[config.mk]
export PLATFORM = sky130hd
export DESIGN_NAME = vpic_top
export DESIGN_NICKNAME = d
export VERILOG_FILES = /design/src/rtl/vpic_pkg.sv /design/src/rtl/vpic_src.sv /design/src/rtl/vpic_arb.sv /design/src/rtl/vpic_stack.sv /design/src/rtl/vpic_top.sv
export SDC_FILE = /design/constraint.sdc
export NUM_CORES = 1
export LEC_CHECK = 0
export ABC_AREA = 1
export BUFFER_PORTS_ARGS = -buffer_cell sky130_fd_sc_hd__buf_2
export CORE_MARGIN = 1
export CORE_UTILIZATION = 55
export CTS_BUF_LIST = sky130_fd_sc_hd__clkbuf_4
export DETAILED_ROUTE_END_ITERATION = 12
export HOLD_SLACK_MARGIN = 0.02
export PLACE_DENSITY_LB_ADDON = 0.12
export SLEW_MARGIN = 40
export SYNTH_ARGS = -nofsm -noshare
export SYNTH_HDL_FRONTEND = slang
export SYNTH_SLANG_ARGS = --single-unit
[constraint.sdc]
create_clock -name clk -period 15.3 [get_ports clk]
set_clock_uncertainty 0.15 [all_clocks]
set_input_delay 0.765 -clock clk [delete_from_list [all_inputs] [get_ports clk]]
set_output_delay 0.765 -clock clk [all_outputs]
set_load 0.01 [all_outputs]
[src/rtl/vpic_pkg.sv]
package vpic_pkg;
  localparam int PRIO_W = 3;
  localparam int LEVELS = 1 << PRIO_W;

  typedef enum logic [1:0] {
    TRIG_HIGH = 2'b00,
    TRIG_LOW  = 2'b01,
    TRIG_RISE = 2'b10,
    TRIG_FALL = 2'b11
  } trig_e;

  typedef struct packed {
    trig_e             trig;
    logic [PRIO_W-1:0] prio;
  } src_cfg_t;

  localparam int ADDR_ENABLE  = 0;
  localparam int ADDR_VECTOR  = 1;
  localparam int ADDR_EOI     = 2;
  localparam int ADDR_PENDING = 3;
  localparam int ADDR_CFG     = 16;

  // Internal lines have no polarity choice: bit 0 is forced to zero.
  function automatic trig_e eff_trig(input trig_e t, input logic is_ext);
    return is_ext ? t : trig_e'({t[1], 1'b0});
  endfunction

  // Edge seen between the previous and the current sample.
  function automatic logic edge_hit(input trig_e t, input logic cur, input logic prev);
    return t[0] ? (~cur & prev) : (cur & ~prev);
  endfunction

  function automatic logic level_hit(input trig_e t, input logic cur);
    return t[0] ? ~cur : cur;
  endfunction
endpackage

[src/rtl/vpic_src.sv]
module vpic_src
  import vpic_pkg::*;
#(
  parameter bit IS_EXT = 1'b0
) (
  input  logic     clk,
  input  logic     rst_n,
  input  logic     line,
  input  src_cfg_t cfg,
  input  logic     clr,
  output logic     pend
);
  logic  s_q, s_d, latch_q;
  trig_e mode;
  logic  edge_now;

  assign mode     = eff_trig(cfg.trig, IS_EXT);
  assign edge_now = edge_hit(mode, s_q, s_d);

  always_ff @(posedge clk or negedge rst_n) begin
    if (!rst_n) begin
      s_q     <= 1'b0;
      s_d     <= 1'b0;
      latch_q <= 1'b0;
    end else begin
      s_q     <= line;
      s_d     <= s_q;
      latch_q <= mode[1] & ((latch_q & ~clr) | edge_now);
    end
  end

  assign pend = mode[1] ? latch_q : level_hit(mode, s_q);
endmodule

[src/rtl/vpic_arb.sv]
module vpic_arb #(
  parameter int NSRC = 8,
  parameter int PW   = 3,
  localparam int IW  = (NSRC > 1) ? $clog2(NSRC) : 1
) (
  input  logic [NSRC-1:0]         cand,
  input  logic [NSRC-1:0][PW-1:0] prio,
  input  logic                    thr_valid,
  input  logic [PW-1:0]           thr,
  output logic                    win_valid,
  output logic [IW-1:0]           win_idx,
  output logic [PW-1:0]           win_prio
);
  always_comb begin
    win_valid = 1'b0;
    win_idx   = '0;
    win_prio  = '0;
    for (int i = 0; i < NSRC; i++) begin
      if (cand[i] && (!thr_valid || prio[i] > thr) &&
          (!win_valid || prio[i] > win_prio)) begin
        win_valid = 1'b1;
        win_idx   = IW'(i);
        win_prio  = prio[i];
      end
    end
  end
endmodule

[src/rtl/vpic_stack.sv]
module vpic_stack #(
  parameter int PW = 3,
  localparam int LEVELS  = 1 << PW,
  localparam int DEPTH_W = $clog2(LEVELS + 1)
) (
  input  logic               clk,
  input  logic               rst_n,
  input  logic               push,
  input  logic [PW-1:0]      push_lvl,
  input  logic               pop,
  output logic [DEPTH_W-1:0] depth,
  output logic [PW-1:0]      top_lvl
);
  logic [PW-1:0]      ent [LEVELS];
  logic [DEPTH_W-1:0] top_idx;
  logic               do_push;

  assign do_push = push && (depth < DEPTH_W'(LEVELS));
  assign top_idx = depth - DEPTH_W'(1);
  assign top_lvl = (depth != '0) ? ent[top_idx[PW-1:0]] : '0;

  always_ff @(posedge clk) begin
    if (do_push) ent[depth[PW-1:0]] <= push_lvl;
  end

  always_ff @(posedge clk or negedge rst_n) begin
    if (!rst_n)                  depth <= '0;
    else if (do_push)            depth <= depth + DEPTH_W'(1);
    else if (pop && depth != '0) depth <= depth - DEPTH_W'(1);
  end
endmodule

[src/rtl/vpic_top.sv]
module vpic_top
  import vpic_pkg::*;
#(
  parameter int NUM_INT = 4,
  parameter int NUM_EXT = 4,
  parameter int DW      = 16,
  parameter int AW      = 5
) (
  input  logic               clk,
  input  logic               rst_n,
  input  logic [NUM_INT-1:0] int_irq,
  input  logic [NUM_EXT-1:0] ext_irq,
  input  logic               fiq_req,
  input  logic               bus_wr,
  input  logic               bus_rd,
  input  logic [AW-1:0]      bus_addr,
  input  logic [DW-1:0]      bus_wdata,
  output logic [DW-1:0]      bus_rdata,
  output logic               bus_rvalid,
  output logic               irq_o,
  output logic               fiq_o
);
  localparam int NSRC    = NUM_INT + NUM_EXT;
  localparam int IW      = (NSRC > 1) ? $clog2(NSRC) : 1;
  localparam int CFG_W   = $bits(src_cfg_t);
  localparam int DEPTH_W = $clog2(LEVELS + 1);

  logic [NSRC-1:0]             lines, pend, enable_q, cand, take_oh;
  src_cfg_t                    cfg_q [NSRC];
  logic [NSRC-1:0][PRIO_W-1:0] prio_v;
  logic                        win_valid;
  logic [IW-1:0]               win_idx;
  logic [PRIO_W-1:0]           win_prio, top_lvl;
  logic [DEPTH_W-1:0]          stk_depth;
  logic                        vec_rd, take_evt, spur_evt, pop_evt;
  logic [AW-1:0]               cfg_off;

  assign lines    = {ext_irq, int_irq};
  assign cand     = pend & enable_q;
  assign vec_rd   = bus_rd && (bus_addr == AW'(ADDR_VECTOR));
  assign take_evt = vec_rd && win_valid;
  assign spur_evt = vec_rd && !win_valid;
  assign pop_evt  = bus_wr && (bus_addr == AW'(ADDR_EOI));
  assign take_oh  = take_evt ? (NSRC'(1) << win_idx) : '0;
  assign cfg_off  = bus_addr - AW'(ADDR_CFG);

  for (genvar i = 0; i < NSRC; i++) begin : g_src
    assign prio_v[i] = cfg_q[i].prio;

    vpic_src #(.IS_EXT(i >= NUM_INT)) u_src (
      .clk  (clk),
      .rst_n(rst_n),
      .line (lines[i]),
      .cfg  (cfg_q[i]),
      .clr  (take_oh[i]),
      .pend (pend[i])
    );

    always_ff @(posedge clk or negedge rst_n) begin
      if (!rst_n) cfg_q[i] <= '0;
      else if (bus_wr && bus_addr == AW'(ADDR_CFG + i))
        cfg_q[i] <= src_cfg_t'(bus_wdata[CFG_W-1:0]);
    end
  end

  vpic_arb #(.NSRC(NSRC), .PW(PRIO_W)) u_arb (
    .cand     (cand),
    .prio     (prio_v),
    .thr_valid(stk_depth != '0),
    .thr      (top_lvl),
    .win_valid(win_valid),
    .win_idx  (win_idx),
    .win_prio (win_prio)
  );

  vpic_stack #(.PW(PRIO_W)) u_stack (
    .clk     (clk),
    .rst_n   (rst_n),
    .push    (take_evt),
    .push_lvl(win_prio),
    .pop     (pop_evt),
    .depth   (stk_depth),
    .top_lvl (top_lvl)
  );

  assign irq_o = win_valid;

  always_ff @(posedge clk or negedge rst_n) begin
    if (!rst_n) begin
      enable_q   <= '0;
      fiq_o      <= 1'b0;
      bus_rvalid <= 1'b0;
      bus_rdata  <= '0;
    end else begin
      fiq_o      <= fiq_req;
      bus_rvalid <= bus_rd;
      if (bus_wr && bus_addr == AW'(ADDR_ENABLE)) enable_q <= bus_wdata[NSRC-1:0];
      if (bus_rd) begin
        bus_rdata <= '0;
        if (bus_addr == AW'(ADDR_ENABLE))       bus_rdata <= DW'(enable_q);
        else if (bus_addr == AW'(ADDR_PENDING)) bus_rdata <= DW'(pend);
        else if (vec_rd)                        bus_rdata <= win_valid ? DW'(win_idx) : '1;
        else if (bus_addr >= AW'(ADDR_CFG) && cfg_off < AW'(NSRC))
          bus_rdata <= DW'(cfg_q[cfg_off[IW-1:0]]);
      end
    end
  end
endmodule

==> results.py <==
metrics = {
    "placed_design": {
        "pre_cts_ws_ns": 3.68,
        "gp_congestion": 0.913,
        "dpl.cell_count": 999,
        "placed_cell_area_um2": 6930,
        "portBuffers": 44,
        "dp_hpwl_um": 13000,
    },
    "synthesis": {
        "synthFlopType": "dfrtp_1",
        "avgSynthCellArea_um2": 8.00,
        "synthArstFlopShare": 0.784,
        "ys.warnings.count": 0,
        "ys_seq_area_frac": 0.438,
        "synth_cells": 827,
        "ys_ff_latch": 111,
        "synth.distinct_cells": 48,
        "synth_area_um2": 6620,
        "synth_edf_count": 24,
        "synth_fp_nets": 901,
    },
    "floorplanning": {
        "die_w_um": 112,
        "die_area_um2": 12500,
        "rows": 39,
        "die_height_um": 112,
        "start_util": 0.572,
        "coreArea_um2": 11600,
        "num_io_pins": 53,
    },
    "critical_path": {
        "crit_path_start_kind": "register",
        "path_class": "reg -> reg",
        "critPathMaxStageDelay_ns": 0.80,
        "critical_path.top_delay_family": "simple AND/OR/NAND/NOR gates",
        "crit_fanout": 19,
        "cpMaxStageDelayCell": "dfrtp_1",
        "cp-end-kind": "register",
        "critPathArrivalTime_ns": 11.97,
        "worst-path-buf-inv": 9,
        "required_ns": 15.56,
        "cpMostUsedCell": "nand2_1",
    },
    "power_and_ir_drop": {
        "power_density_nw_per_um2": 161,
        "peakVddDrop_v": 0.0000751,
        "power.total_mw": 1.14,
        "power_leakage_nw": 3.72,
    },
    "global_routing": {
        "grt_pass1_wl_um": 28200,
        "grt_max_degree": 88,
        "antenna_found_initial": 0,
        "gr-usage-all-layers": 0.291,
        "overflow": 0,
        "first_global_vias": 5826,
    },
    "sta": {
        "rsz0062_at_grt": "false",
        "tightest_slew_ns": 0.726,
        "slew_violations": 0,
        "fmax_mhz": 85.4,
        "fin_ws_ns": 3.59,
        "period_minus_slack_ns": 11.71,
        "fin_crit_sh": 0.766,
        "hold_viol_final": 0,
        "maxSlewHeadroom": 0.514,
        "setup_viol": 0,
        "hold_slack_ns": 0.102,
        "fin_setup_tns_ns": 0,
    },
    "min_path": {
        "hold_path.class": "in -> async",
    },
    "cts": {
        "cts-resized-gates": 0,
        "cts_tree": "yes",
        "cts_sinks": 111,
        "worst_skew_pair.late_latency_ns": 0.51,
        "cts_made_buffers": 9,
        "clock_path_buffers": 2,
        "cts_max_level": 3,
        "root_buffer": "clkbuf_4",
        "holdBufCountCts": 0,
        "cts_setup_buffers": 0,
        "path_clk_slew_ns": 0.19,
    },
    "route": {
        "ant_nets": 0,
        "route.vias.total": 5780,
        "viasPerCell": 5.69,
        "wl_um": 16800,
        "dr.first_iter.drc_count": 485,
        "first_pass_iters": 6,
        "drc_errors": 0,
        "wl_per_cell_um": 16.6,
    },
    "final_layout": {
        "final_cell_area_um2": 7070,
        "nNetsFinal": 941,
        "seq_area_um2": 2900,
        "area_growth_pct": 6.88,
        "final_cell_mix": "nand2_1, inv_1, dfrtp_1",
        "drive_gt1_frac": 0.127,
        "fillers": 1072,
        "final_common_cell": "nand2_1",
        "final_util": 0.612,
        "multiInputGateArea_um2": 3220,
        "instances_no_fill": 1016,
    },
    "status": {
        "outcome": "finished clean",
    },
    "job": {
        "maxCapViolCount": 0,
    },
}
## where the power goes
group          total [mW]  internal (mW)  switching, mW
Sequential          0.396          0.348         0.0483
Combinational       0.599          0.214          0.386
Clock               0.141         0.0368          0.104
Total                1.14          0.598          0.538
## sequential cells by signal (all words and copies together) (netlist names)
register / flops
g_src.u_src.s_q: 8
u_stack.ent: 24
cfg_q: 40
g_src.u_src.s_d: 8
bus_rvalid: 1
bus_rdata: 9
u_stack.depth: 4
enable_q: 8
fiq_o: 1
g_src.u_src.latch_q: 8
## final cells by class
type / count / area share
Timing Repair Buffer: 46 / 0.0345
Antenna cell: 1 / 0.000354
Multi-Input combinational cell: 595 / 0.456
Inverter: 104 / 0.0552
Clock inverter: 7 / 0.00991
Clock buffer: 9 / 0.00955
Sequential cell: 111 / 0.410
Tap cell: 143 / 0.0253
## cells in the mapped netlist (all sizes together) (4+ instances only)
library cell / instances / area [um2]
nand3: 54 / 328
o22ai: 6 / 37.5
a31oi: 4 / 25.0
o2111ai: 4 / 35.0
nand3b: 4 / 30.0
nand2: 255 / 1010
edfxtp: 24 / 721
dfrtp: 87 / 2180
ha: 40 / 500
nor3: 5 / 25.0
and2: 7 / 43.8
nor2: 59 / 254
a22oi: 7 / 52.6
or2: 4 / 25.0
a21oi: 27 / 150
o21ai: 91 / 455
o211ai: 7 / 52.6
buf: 12 / 88.8
clkbuf: 5 / 18.8
inv: 103 / 387
## cells by family (layout without fill, tap and decap cells)
group,Yosys count,in the layout,share of synthesized area
simple gates,392,392,0.265
compound gates,156,156,0.135
flops,111,111,0.438
xor+xnor,4,4,0.00643
mux,3,3,0.00510
buf+inv,121,166,0.0752
fa+ha+maj,40,40,0.0756
other cells,0,1,0
## final timing paths
kind	startpoint	end	slack, ns	depth (start not counted)
max in group asynchronous	rst_n	cfg_q[37]	14.37	1
setup / recovery	u_stack.depth[0]	g_src[6].u_src.latch_q	3.59	76
setup reg to reg	u_stack.depth[0]	g_src[6].u_src.latch_q	3.59	76
hold / removal	rst_n	cfg_q[24]	0.10	1
hold reg to reg	g_src[4].u_src.s_q	g_src[4].u_src.s_d	0.25	0
min in group clk	ext_irq[3]	g_src[7].u_src.s_q	0.20	1
## layer usage
layer / vias up / global-route usage / wire (um)
li1: 2810 / - / -
met1: 2758 / 0.379 / 7160
met2: 170 / 0.488 / 8210
met4: 0 / 0.121 / 465
met5: - / 0 / 0
met3: 42 / 0.0419 / 1010
(Power assumes the default switching activity.)
